[src/rtl/hold_pkg.sv]
package hold_pkg;
  localparam int LANE_W = 2;

  typedef enum logic [LANE_W-1:0] {
    LANE_SINGLE = 2'b00,
    LANE_DUAL   = 2'b01,
    LANE_QUAD   = 2'b10,
    LANE_RSVD   = 2'b11
  } lane_e;
endpackage

[src/rtl/hold_sck_edge.sv]
module hold_sck_edge (
  input  logic clk,
  input  logic rst_n,
  input  logic sck,
  output logic rise_now,
  output logic fall_now
);
  logic sck_q;

  always_ff @(posedge clk or negedge rst_n) begin
    if (!rst_n) sck_q <= 1'b0;
    else        sck_q <= sck;
  end

  assign rise_now = sck & ~sck_q;
  assign fall_now = ~sck & sck_q;
endmodule

[src/rtl/hold_state.sv]
module hold_state
  import hold_pkg::*;
(
  input  logic              clk,
  input  logic              rst_n,
  input  logic              cs_n,
  input  logic              sck,
  input  logic              hold_n,
  input  logic [LANE_W-1:0] lane_mode,
  input  logic              hold_dis,
  output logic              applies,
  output logic              held,
  output logic              held_nx
);
  logic lane_ok;

  assign lane_ok = (lane_mode == LANE_SINGLE) || (lane_mode == LANE_DUAL);
  assign applies = ~cs_n & lane_ok & ~hold_dis;

  // Enter and leave only at a low serial-clock level.
  always_comb begin
    held_nx = held;
    if (!applies)         held_nx = 1'b0;
    else if (!sck)        held_nx = ~hold_n;
  end

  always_ff @(posedge clk or negedge rst_n) begin
    if (!rst_n) held <= 1'b0;
    else        held <= held_nx;
  end
endmodule

[src/rtl/hold_pause_ctrl.sv]
module hold_pause_ctrl
  import hold_pkg::*;
(
  input  logic              clk,
  input  logic              rst_n,
  input  logic              cs_n,
  input  logic              sck,
  input  logic              hold_n,
  input  logic [LANE_W-1:0] lane_mode,
  input  logic              hold_dis,
  output logic              sck_rise_en,
  output logic              sck_fall_en,
  output logic              hold_active,
  output logic              out_hiz
);
  logic rise_now, fall_now;
  logic applies, held, held_nx;
  logic pass;

  hold_sck_edge i_edge (
    .clk      (clk),
    .rst_n    (rst_n),
    .sck      (sck),
    .rise_now (rise_now),
    .fall_now (fall_now)
  );

  hold_state i_state (
    .clk       (clk),
    .rst_n     (rst_n),
    .cs_n      (cs_n),
    .sck       (sck),
    .hold_n    (hold_n),
    .lane_mode (lane_mode),
    .hold_dis  (hold_dis),
    .applies   (applies),
    .held      (held),
    .held_nx   (held_nx)
  );

  // An edge passes only if hold is off both before and after the sample.
  assign pass = ~held & ~held_nx;

  always_ff @(posedge clk or negedge rst_n) begin
    if (!rst_n) begin
      sck_rise_en <= 1'b0;
      sck_fall_en <= 1'b0;
      out_hiz     <= 1'b0;
    end else begin
      sck_rise_en <= rise_now & pass;
      sck_fall_en <= fall_now & pass;
      out_hiz     <= held_nx | (applies & ~hold_n);
    end
  end

  assign hold_active = held;
endmodule

[config.mk]
export PLATFORM = sky130hd
export DESIGN_NAME = hold_pause_ctrl
export DESIGN_NICKNAME = d
export VERILOG_FILES = /design/src/rtl/hold_pkg.sv /design/src/rtl/hold_sck_edge.sv /design/src/rtl/hold_state.sv /design/src/rtl/hold_pause_ctrl.sv
export SDC_FILE = /design/constraint.sdc
export NUM_CORES = 1
export LEC_CHECK = 0
export ABC_AREA = 0
export ABC_CLOCK_PERIOD_IN_PS = 1000
export BUFFER_PORTS_ARGS = -buffer_cell sky130_fd_sc_hd__buf_2
export CAP_MARGIN = 5
export CORE_AREA = 2 2 39 41
export CTS_CLUSTER_SIZE = 20
export DETAILED_ROUTE_END_ITERATION = 10
export DIE_AREA = 0 0 41 43
export PLACE_DENSITY_LB_ADDON = 0.08
export SLEW_MARGIN = 20
export SYNTH_ARGS = -nofsm -noshare
export SYNTH_HDL_FRONTEND = slang
export SYNTH_SLANG_ARGS = --single-unit
[constraint.sdc]
create_clock -name clk -period 1 [get_ports clk]
set_input_delay 0.25 -clock clk [delete_from_list [all_inputs] [get_ports clk]]
set_output_delay 0.25 -clock clk [all_outputs]
set_load 0.01 [all_outputs]
==> results of run 1 <==
==> per-layer routing <==
metal,track usage [%],part of all wire (%),vias up
met3,3.14,12,2
met4,12.0,5.5,0
met5,0,0,-
met2,5.31,42,10
li1,-,-,76
met1,6.17,40,65
==> per-stage QoR <==
stage / power [mW] / utilization (%) / instance area (um2) / instances
floorplan: 0.231 / - / 178 / 13
global route: 0.521 / 21.1 / 292 / 45
finish: 0.482 / 21.1 / 292 / 45
CTS: 0.498 / 21.1 / 292 / 45
detailed placement: 0.256 / 17.9 / 248 / 39
global placement: 0.256 / 17.9 / 248 / 39
==> timing repair <==
action                                  CTS  global route
hold buffers                              1             0
buffers inserted                          1             0
hold endpoints to repair                  5             0
endpoints found under the setup margin    1             2
==> sequential cells by signal, indices dropped and copies added, names as in the netlist <==
register / cells
i_edge.sck_q: 1
i_state.held: 1
out_hiz: 1
sck_fall_en: 1
sck_rise_en: 1
==> report_power, final <==
| group | switching, mW | internal, mW |
|---|---|---|
| combinational | 0.0185 | 0.0229 |
| clock | 0.0759 | 0.150 |
| sequential | 0.00241 | 0.211 |
| total | 0.0968 | 0.385 |
==> placed cells by master, fill, tap and decap left out, drive strengths merged <==
cell and count:
dfrtp 5, dlygate4sd3 1, nand2 1, buf 11, or2 1, a21oi 2
clkbuf 4, nor2 1, nor3b 1, o211a 1, or3 1
==> path summary, 6_finish.rpt <==
check	startpoint	to	depth (start not counted)
max	i_state.held$_DFF_PN0_	hold_active	1
min	sck	i_edge.sck_q$_DFF_PN0_	1
max reg2reg	i_state.held$_DFF_PN0_	sck_fall_en$_DFF_PN0_	3
min reg2reg	i_edge.sck_q$_DFF_PN0_	sck_rise_en$_DFF_PN0_	1
max in group asynchronous	rst_n	i_state.held$_DFF_PN0_	2
min in group asynchronous	rst_n	sck_fall_en$_DFF_PN0_	2
==> logic make-up (layout without fill, tap and decap cells) <==
family                 Yosys count  count (layout)  synth area share [%]
AO/OA/AOI/OAI                    3               3                  11.3
buffers and inverters            0              16                     0
flip-flops                       5               5                  70.4
AND/OR/NAND/NOR                  5               5                  18.3
==> final cells by class <==
| cell class | instances | area (um2) |
|---|---|---|
| multi-input combinational | 8 | 52.6 |
| timing repair buffer | 12 | 67.6 |
| tap | 16 | 20.0 |
| clock buffer | 4 | 26.3 |
| sequential | 5 | 125 |
| fill | 162 | 1090 |
==> synthesized netlist by cell type, drive strengths merged <==
cell type,number,area share [%]
or2,1,3.5
or3,1,6.3
nor2,1,2.1
o211a,1,5.6
a21oi,2,5.6
nor3b,1,4.2
nand2,1,2.1
dfrtp,5,70
==> worst register-to-register path, stage by stage, from the launching register on <==
cell and delay, ns:
dfrtp_1 0.37, buf_4 0.14, nor2_1 0.09, o211a_1 0.15
==> results.py, run 1 <==
metrics = {
    "run_status": {
        "status": "completed",
    },
    "sta": {
        "setup_viol": 0,
        "finalHoldViolCount": 0,
        "fin_ws_ns": 0.00788,
        "setup_tns_ns": 0,
        "rsz0062_at_grt": "true",
        "whs_ns": 0.169,
        "worst_pin_slew_ns": 0.143,
        "max_freq_mhz": 1010,
        "fin_skew_ns": 0.0000321,
        "slew_headroom_pct": 90.4,
        "finalCritPeriodShare_pct": 99.2,
        "maxSlewViolCount": 0,
        "period_needed_ns": 0.992,
    },
    "yosys": {
        "yosysSeqAreaShare_pct": 70.4,
        "synth.distinct_cells": 8,
        "syn_area_per_cell_um2": 13.7,
        "syn-cell-area_um2": 178,
        "ys_ff_latch": 5,
        "ys_warn_count": 0,
        "syn_nets": 21,
        "syn-instance-count": 13,
    },
    "route": {
        "dr.first_iter.drc_count": 2,
        "drt-total-wl_um": 347,
        "avgRoutedWirePerCell_um": 7.71,
        "dr.pass1.iters": 2,
        "vias": 153,
        "via_per_inst": 3.40,
        "drtAntennaViolNets": 0,
        "drc": 0,
    },
    "worst_setup_path": {
        "cp-end-kind": "primary output",
        "critPathArrivalTime_ns": 0.74,
        "crit_chain": "buf_2",
        "critPathBufInv": 1,
        "critPathTopFamily": "flip-flops",
        "crit_required_ns": 0.75,
        "critPathLaunchType": "register",
        "crit_slowest_cell": "dfrtp_1",
        "timing.reg2reg.setup_slack_ns": 0.19,
        "slowest_delay_ns": 0.37,
        "worst-path-max-fanout": 2,
        "crit_type": "reg -> out",
    },
    "clock_network": {
        "clockBufferDepth": 2,
        "clkTransAtPathRegs_ns": 0.04,
        "clk_latency_ns": 0.24,
        "postCtsResizedCells": 0,
        "cts_root_buf": "clkbuf_4",
        "clkSinkCount": 5,
        "h-tree-depth": 1,
        "cts_tree": "yes",
        "cts_inserted_buffers": 3,
    },
    "finish": {
        "antennaDiodeCount": 0,
        "nets": 38,
        "drive_gt1_share_pct": 55.2,
        "syn_to_final_growth_pct": 64.1,
    },
    "global_routing": {
        "grt_pass1_wl_um": 579,
        "groute.usage.overall_pct": 6.04,
        "grt_max_degree": 6,
        "gr-total-overflow": 0,
        "antenna_found_initial": 0,
        "grt_pass1_vias": 144,
    },
    "die": {
        "io_pins": 12,
        "fp.dieH_um": 43,
        "core_area_um2": 1380,
        "num_rows": 14,
        "die_x_um": 41,
        "start_util_pct": 12.8,
        "fp.dieArea_um2": 1760,
    },
    "pwr": {
        "peakVddDrop_mv": 0.346,
        "p_leak_nw": 0.155,
        "powerDensity_nw_per_um2": 1650,
    },
    "placement": {
        "dp_slack_ns": -0.0704,
        "gp_congestion": 0.678,
        "portBuffers": 10,
    },
    "min_path": {
        "min_path_type": "in -> reg",
    },
    "job": {
        "maxCapViolCount": 0,
    },
}
Note: power is estimated with default switching activity, not from simulation.
==> inputs of run 2 (changes only) <==
Settings changed: CORE_AREA 2 2 39 41 to 10 10 47 49, DIE_AREA 0 0 41 43 to 0 0 57 59, MAX_ROUTING_LAYER set to met4.
==> run 2 against run 1 <==
Compared with the run above:
- the flow now finishes with violations (setup timing)
- die area increased by 91%
- utilization grew 0.27 points
- fmax fell by 1.6%
- worst setup slack got worse by 0.017 ns
- sequential power hardly changed
- largest power group unchanged
==> results.py, run 2 (same netlist as run 1, synthesis figures left out) <==
metrics = {
    "placement": {
        "portBuffers": 10,
        "gp_congestion": 0.678,
        "dp_slack_ns": -0.0557,
        "place_area_um2": 248,
    },
    "worst_setup_path": {
        "reg2reg_depth": 4,
        "cp-end-kind": "primary output",
        "worst-path-max-fanout": 2,
        "crit_start": "i_state.held$_DFF_PN0_",
        "slowest_delay_ns": 0.37,
        "crit_type": "reg -> out",
        "rr_startpoint": "i_state.held$_DFF_PN0_",
        "crit_cells": 1,
        "critPathTopFamily": "flip-flops",
        "crit_chain": "buf_2",
        "reg2reg_to": "sck_fall_en$_DFF_PN0_",
        "critPathArrivalTime_ns": 0.76,
        "timing.reg2reg.setup_slack_ns": 0.05,
        "crit_slowest_cell": "dfrtp_1",
        "crit_path_end": "hold_active",
        "critPathLaunchType": "register",
        "crit_required_ns": 0.75,
        "critPathBufInv": 1,
    },
    "run_status": {
        "violations": "setup timing",
        "status": "complete, but fails checks",
    },
    "sta": {
        "maxSlewViolCount": 0,
        "slew_headroom_pct": 89.7,
        "max_freq_mhz": 991,
        "fin_ws_ns": -0.00874,
        "fin_skew_ns": 0.00283,
        "finalCritPeriodShare_pct": 101,
        "worst_pin_slew_ns": 0.154,
        "period_needed_ns": 1.01,
        "rsz0062_at_grt": "true",
        "setup_viol": 1,
        "finalHoldViolCount": 0,
    },
    "global_routing": {
        "grt_pass1_vias": 203,
        "groute.usage.overall_pct": 3.70,
        "gr-total-overflow": 0,
        "grt_max_degree": 6,
        "antenna_found_initial": 0,
        "grt_pass1_wl_um": 834,
    },
    "finish": {
        "nets": 39,
        "fill_cells": 164,
        "syn_to_final_growth_pct": 68.3,
        "final_cell_mix": "buf_2, dfrtp_1, clkbuf_4",
        "final_core_util_pct": 21.3,
        "layout.cell_area.non_filler_um2": 299,
        "antennaDiodeCount": 0,
        "ff_latch_area_um2": 125,
        "mostFrequentLayoutCell": "buf_2",
        "multi_input_area_um2": 52.6,
        "drive_gt1_share_pct": 56.7,
    },
    "die": {
        "start_util_pct": 12.7,
        "num_rows": 14,
        "core_area_um2": 1400,
        "fp.dieArea_um2": 3360,
        "fp.dieH_um": 59,
        "die_x_um": 57,
        "io_pins": 12,
    },
    "clock_network": {
        "postCtsResizedCells": 0,
        "h-tree-depth": 1,
        "cts_tree": "yes",
        "clockBufferDepth": 2,
        "clk_latency_ns": 0.24,
        "cts_inserted_buffers": 3,
        "clkSinkCount": 5,
        "clkTransAtPathRegs_ns": 0.04,
        "cts_root_buf": "clkbuf_4",
    },
    "pwr": {
        "powerDensity_nw_per_um2": 1640,
        "p_leak_nw": 0.161,
        "p_sw_share_pct": 21.5,
        "p_comb_share_pct": 9.0,
        "switchingPower_uw": 106,
        "peakVddDrop_mv": 0.444,
        "p_int_uw": 386,
        "clkPwrFrac_pct": 47.5,
        "sequentialPowerShare_pct": 43.5,
    },
    "min_path": {
        "min_path_type": "in -> reg",
    },
    "route": {
        "drc": 0,
        "drtAntennaViolNets": 0,
        "drt-total-wl_um": 511,
        "dr.first_iter.drc_count": 1,
        "vias": 166,
        "dr.pass1.iters": 2,
        "via_per_inst": 3.61,
        "avgRoutedWirePerCell_um": 11.1,
    },
    "job": {
        "maxCapViolCount": 0,
    },
}
## run 2: changes by cell type in the layout (fill, tap and decap cells not counted)
cell / delta
buf_4: +1
## run 2: final cells by class
class,instances,share of cell area [%]
repair buffers,13,25.1
multi-input cells,8,17.6
flip-flops and latches,5,41.8
clock buffers,4,8.79
well taps,16,6.69
## run 2: metal layers
layer | track usage (%) | routed length (um) | part of all wire [%]
met3 | 3.43 | 52 | 10
met1 | 3.35 | 221 | 43
met5 | - | 0 | 0
met2 | 4.65 | 222 | 43
met4 | 3.02 | 14 | 2.7
## run 2: what timing repair did
action                                  4_1_cts  5_1_grt
hold endpoints to repair                      5        0
buffers inserted                              1        1
endpoints found under the setup margin        1        3
hold buffers                                  1        0
## run 2: power by group through the flow
stage / Clock, mW / Sequential, mW / Combinational (mW)
floorplan: 0 / 0.221 / 0.0101
global placement: 0 / 0.217 / 0.0393
detailed placement: 0 / 0.217 / 0.0396
CTS: 0.246 / 0.214 / 0.0448
global route: 0.261 / 0.214 / 0.0490
finish: 0.233 / 0.214 / 0.0443
## run 2: worst register-to-register path, cell delays in order, from the launching register on
cell and delay (ns):
dfrtp_1 0.37, buf_4 0.13, buf_4 0.13, nor2_1 0.10
o211a_1 0.15
## run 2: worst min-delay path by stage
| stage | startpoint | end | slack (ns) | cells after the start |
|---|---|---|---|---|
| after floorplan | rst_n | i_edge.sck_q$_DFF_PN0_ | -0.05 | 0 |
| after global placement | rst_n | sck_fall_en$_DFF_PN0_ | 0.07 | 1 |
| after detailed placement | rst_n | out_hiz$_DFF_PN0_ | 0.07 | 1 |
| after CTS | sck | i_edge.sck_q$_DFF_PN0_ | 0.16 | 1 |
| after global routing | sck | i_edge.sck_q$_DFF_PN0_ | 0.17 | 1 |
| final | sck | i_edge.sck_q$_DFF_PN0_ | 0.17 | 1 |
## run 2: stage by stage
| stage | total power [mW] | std cells | TNS [ns] | hold WS [ns] |
|---|---|---|---|---|
| finish | 0.491 | 46 | -0.00874 | 0.169 |
| global route | 0.525 | 46 | -0.0684 | 0.169 |
| detailed placement | 0.257 | 39 | -0.0557 | 0.0734 |
| CTS | 0.505 | 45 | -0.0228 | 0.159 |
| global placement | 0.256 | 39 | -0.0665 | 0.0732 |
| floorplan | 0.231 | 13 | 0 | -0.0456 |
==> inputs of run 3 (changes only) <==
Settings changed: PLACE_DENSITY set to 0.43, PLACE_DENSITY_LB_ADDON 0.08 to unset, TNS_END_PERCENT set to 20.
==> run 3 against run 2 <==
Compared with the run above:
- the flow now finishes without violations
- hold slack better by 0.015 ns
- worst setup slack improved by 0.013 ns
- routed wire length down 12%
- highest routed layer is now met3
- critical path type unchanged
- utilization rose by 1.1 points
- critical endpoint unchanged
- die area is the same
==> results.py, run 3 (same netlist as run 1, synthesis figures left out) <==
metrics = {
    "pwr": {
        "powerDensity_nw_per_um2": 1550,
        "p_sw_share_pct": 20.2,
        "peakVddDrop_mv": 0.832,
        "clkPwrFrac_pct": 46.0,
        "sequentialPowerShare_pct": 44.1,
        "switchingPower_uw": 98.4,
        "p_comb_share_pct": 9.9,
        "p_leak_nw": 0.163,
        "p_int_uw": 389,
        "power_uw": 488,
    },
    "worst_setup_path": {
        "crit_required_ns": 0.75,
        "critPathBufInv": 1,
        "crit_slowest_cell": "dfrtp_1",
        "critPathTopFamily": "flip-flops",
        "crit_chain": "buf_6",
        "worst-path-max-fanout": 2,
        "slowest_delay_ns": 0.38,
        "cp-end-kind": "primary output",
        "critPathArrivalTime_ns": 0.75,
        "critPathLaunchType": "register",
        "crit_type": "reg -> out",
    },
    "placement": {
        "place_area_um2": 248,
        "place_inst": 39,
        "hpwl_um": 360,
        "gp_congestion": 0.659,
        "portBuffers": 10,
    },
    "route": {
        "dr.pass1.iters": 4,
        "drc": 0,
        "via_per_inst": 3.48,
        "drt-total-wl_um": 452,
        "avgRoutedWirePerCell_um": 9.83,
        "drtAntennaViolNets": 0,
        "dr.first_iter.drc_count": 2,
        "vias": 160,
    },
    "die": {
        "num_rows": 14,
        "io_pins": 12,
        "fp.dieArea_um2": 3360,
        "fp.dieH_um": 59,
        "die_x_um": 57,
        "start_util_pct": 12.7,
        "core_area_um2": 1400,
    },
    "sta": {
        "fin_skew_ns": 0.00344,
        "rsz0062_at_grt": "true",
        "period_needed_ns": 0.996,
        "worst_pin_slew_ns": 0.189,
        "finalHoldViolCount": 0,
        "whs_ns": 0.184,
        "finalCritPeriodShare_pct": 99.6,
        "max_freq_mhz": 1000,
        "slew_headroom_pct": 87.4,
        "setup_viol": 0,
        "maxSlewViolCount": 0,
    },
    "min_path": {
        "min_path_type": "in -> reg",
    },
    "clock_network": {
        "clkTransAtPathRegs_ns": 0.04,
        "cts_root_buf": "clkbuf_4",
        "clk_latency_ns": 0.24,
        "cts_tree": "yes",
        "clockBufferDepth": 2,
        "cts_inserted_buffers": 3,
        "h-tree-depth": 1,
        "clkSinkCount": 5,
    },
    "finish": {
        "ff_latch_area_um2": 125,
        "syn_to_final_growth_pct": 76.8,
        "final_core_util_pct": 22.4,
        "antennaDiodeCount": 0,
        "layout.cell_area.non_filler_um2": 314,
        "fill_cells": 160,
        "final_cell_mix": "buf_2, dfrtp_1, clkbuf_4",
        "instances_no_fill": 46,
        "mostFrequentLayoutCell": "buf_2",
        "multi_input_area_um2": 55.1,
        "nets": 39,
        "drive_gt1_share_pct": 60.0,
    },
    "global_routing": {
        "gr-total-overflow": 0,
        "grt_pass1_wl_um": 724,
        "grt_max_degree": 6,
        "antenna_found_initial": 0,
        "groute.usage.overall_pct": 3.21,
        "grt_pass1_vias": 188,
    },
    "run_status": {
        "status": "completed",
    },
    "job": {
        "maxCapViolCount": 0,
    },
}
run 3: cell counts in the layout (fill, tap and decap cells not counted):
No cell type changed its count.
run 3: layout make-up:
class	instances	share of cell area [%]
clock buffer	4	8.37
multi-input combinational	8	17.5
tap	16	6.37
sequential	5	39.8
timing repair buffer	13	27.9
run 3: power groups by stage:
stage          logic, mW  registers [mW]  clock network, mW
2_1_floorplan     0.0101           0.221                  0
6_report          0.0485           0.215              0.224
5_1_grt           0.0537           0.216              0.252
4_1_cts           0.0433           0.214              0.236
3_5_place_dp      0.0389           0.217                  0
3_3_place_gp      0.0379           0.217                  0
run 3: worst paths after layout:
kind                                         from                     end  slack, ns  cells after the start
max                        i_state.held$_DFF_PN0_             hold_active      0.004                      1
min                                           sck  i_edge.sck_q$_DFF_PN0_       0.18                      1
max reg2reg                i_state.held$_DFF_PN0_   sck_fall_en$_DFF_PN0_       0.05                      4
min reg2reg                i_edge.sck_q$_DFF_PN0_   sck_rise_en$_DFF_PN0_       0.45                      1
max in group asynchronous                   rst_n  i_edge.sck_q$_DFF_PN0_       0.51                      2
min in group asynchronous                   rst_n   sck_rise_en$_DFF_PN0_       0.36                      2
run 3: repair_timing:
action | in CTS | in global routing
endpoints found under the hold margin | 5 | 0
buffers inserted | 1 | 1
resized for setup | 0 | 3
hold buffers | 1 | 0
endpoints found under the setup margin | 1 | 4
run 3: worst reg2reg max path, stage by stage, from the launching register on:
cell and delay, ns:
dfrtp_1 0.38, buf_4 0.13, buf_4 0.13, nor2_2 0.09
o211a_1 0.15
run 3: routing by layer:
layer	vias up	global-route usage, %	wire [um]
li1	79	-	-
met1	70	3.48	260
met2	11	2.64	138
met3	0	3.65	53
met4	0	3.02	0
met5	-	-	0
run 3: per-stage QoR:
| step | TNS [ns] | setup WS, ns |
|---|---|---|
| after floorplan | 0 | 0.0592 |
| after global placement | -0.0664 | -0.0664 |
| after detailed placement | -0.0702 | -0.0702 |
| after CTS | -0.00983 | -0.00983 |
| after global routing | -0.0479 | -0.0223 |
| final | 0 | 0.00449 |
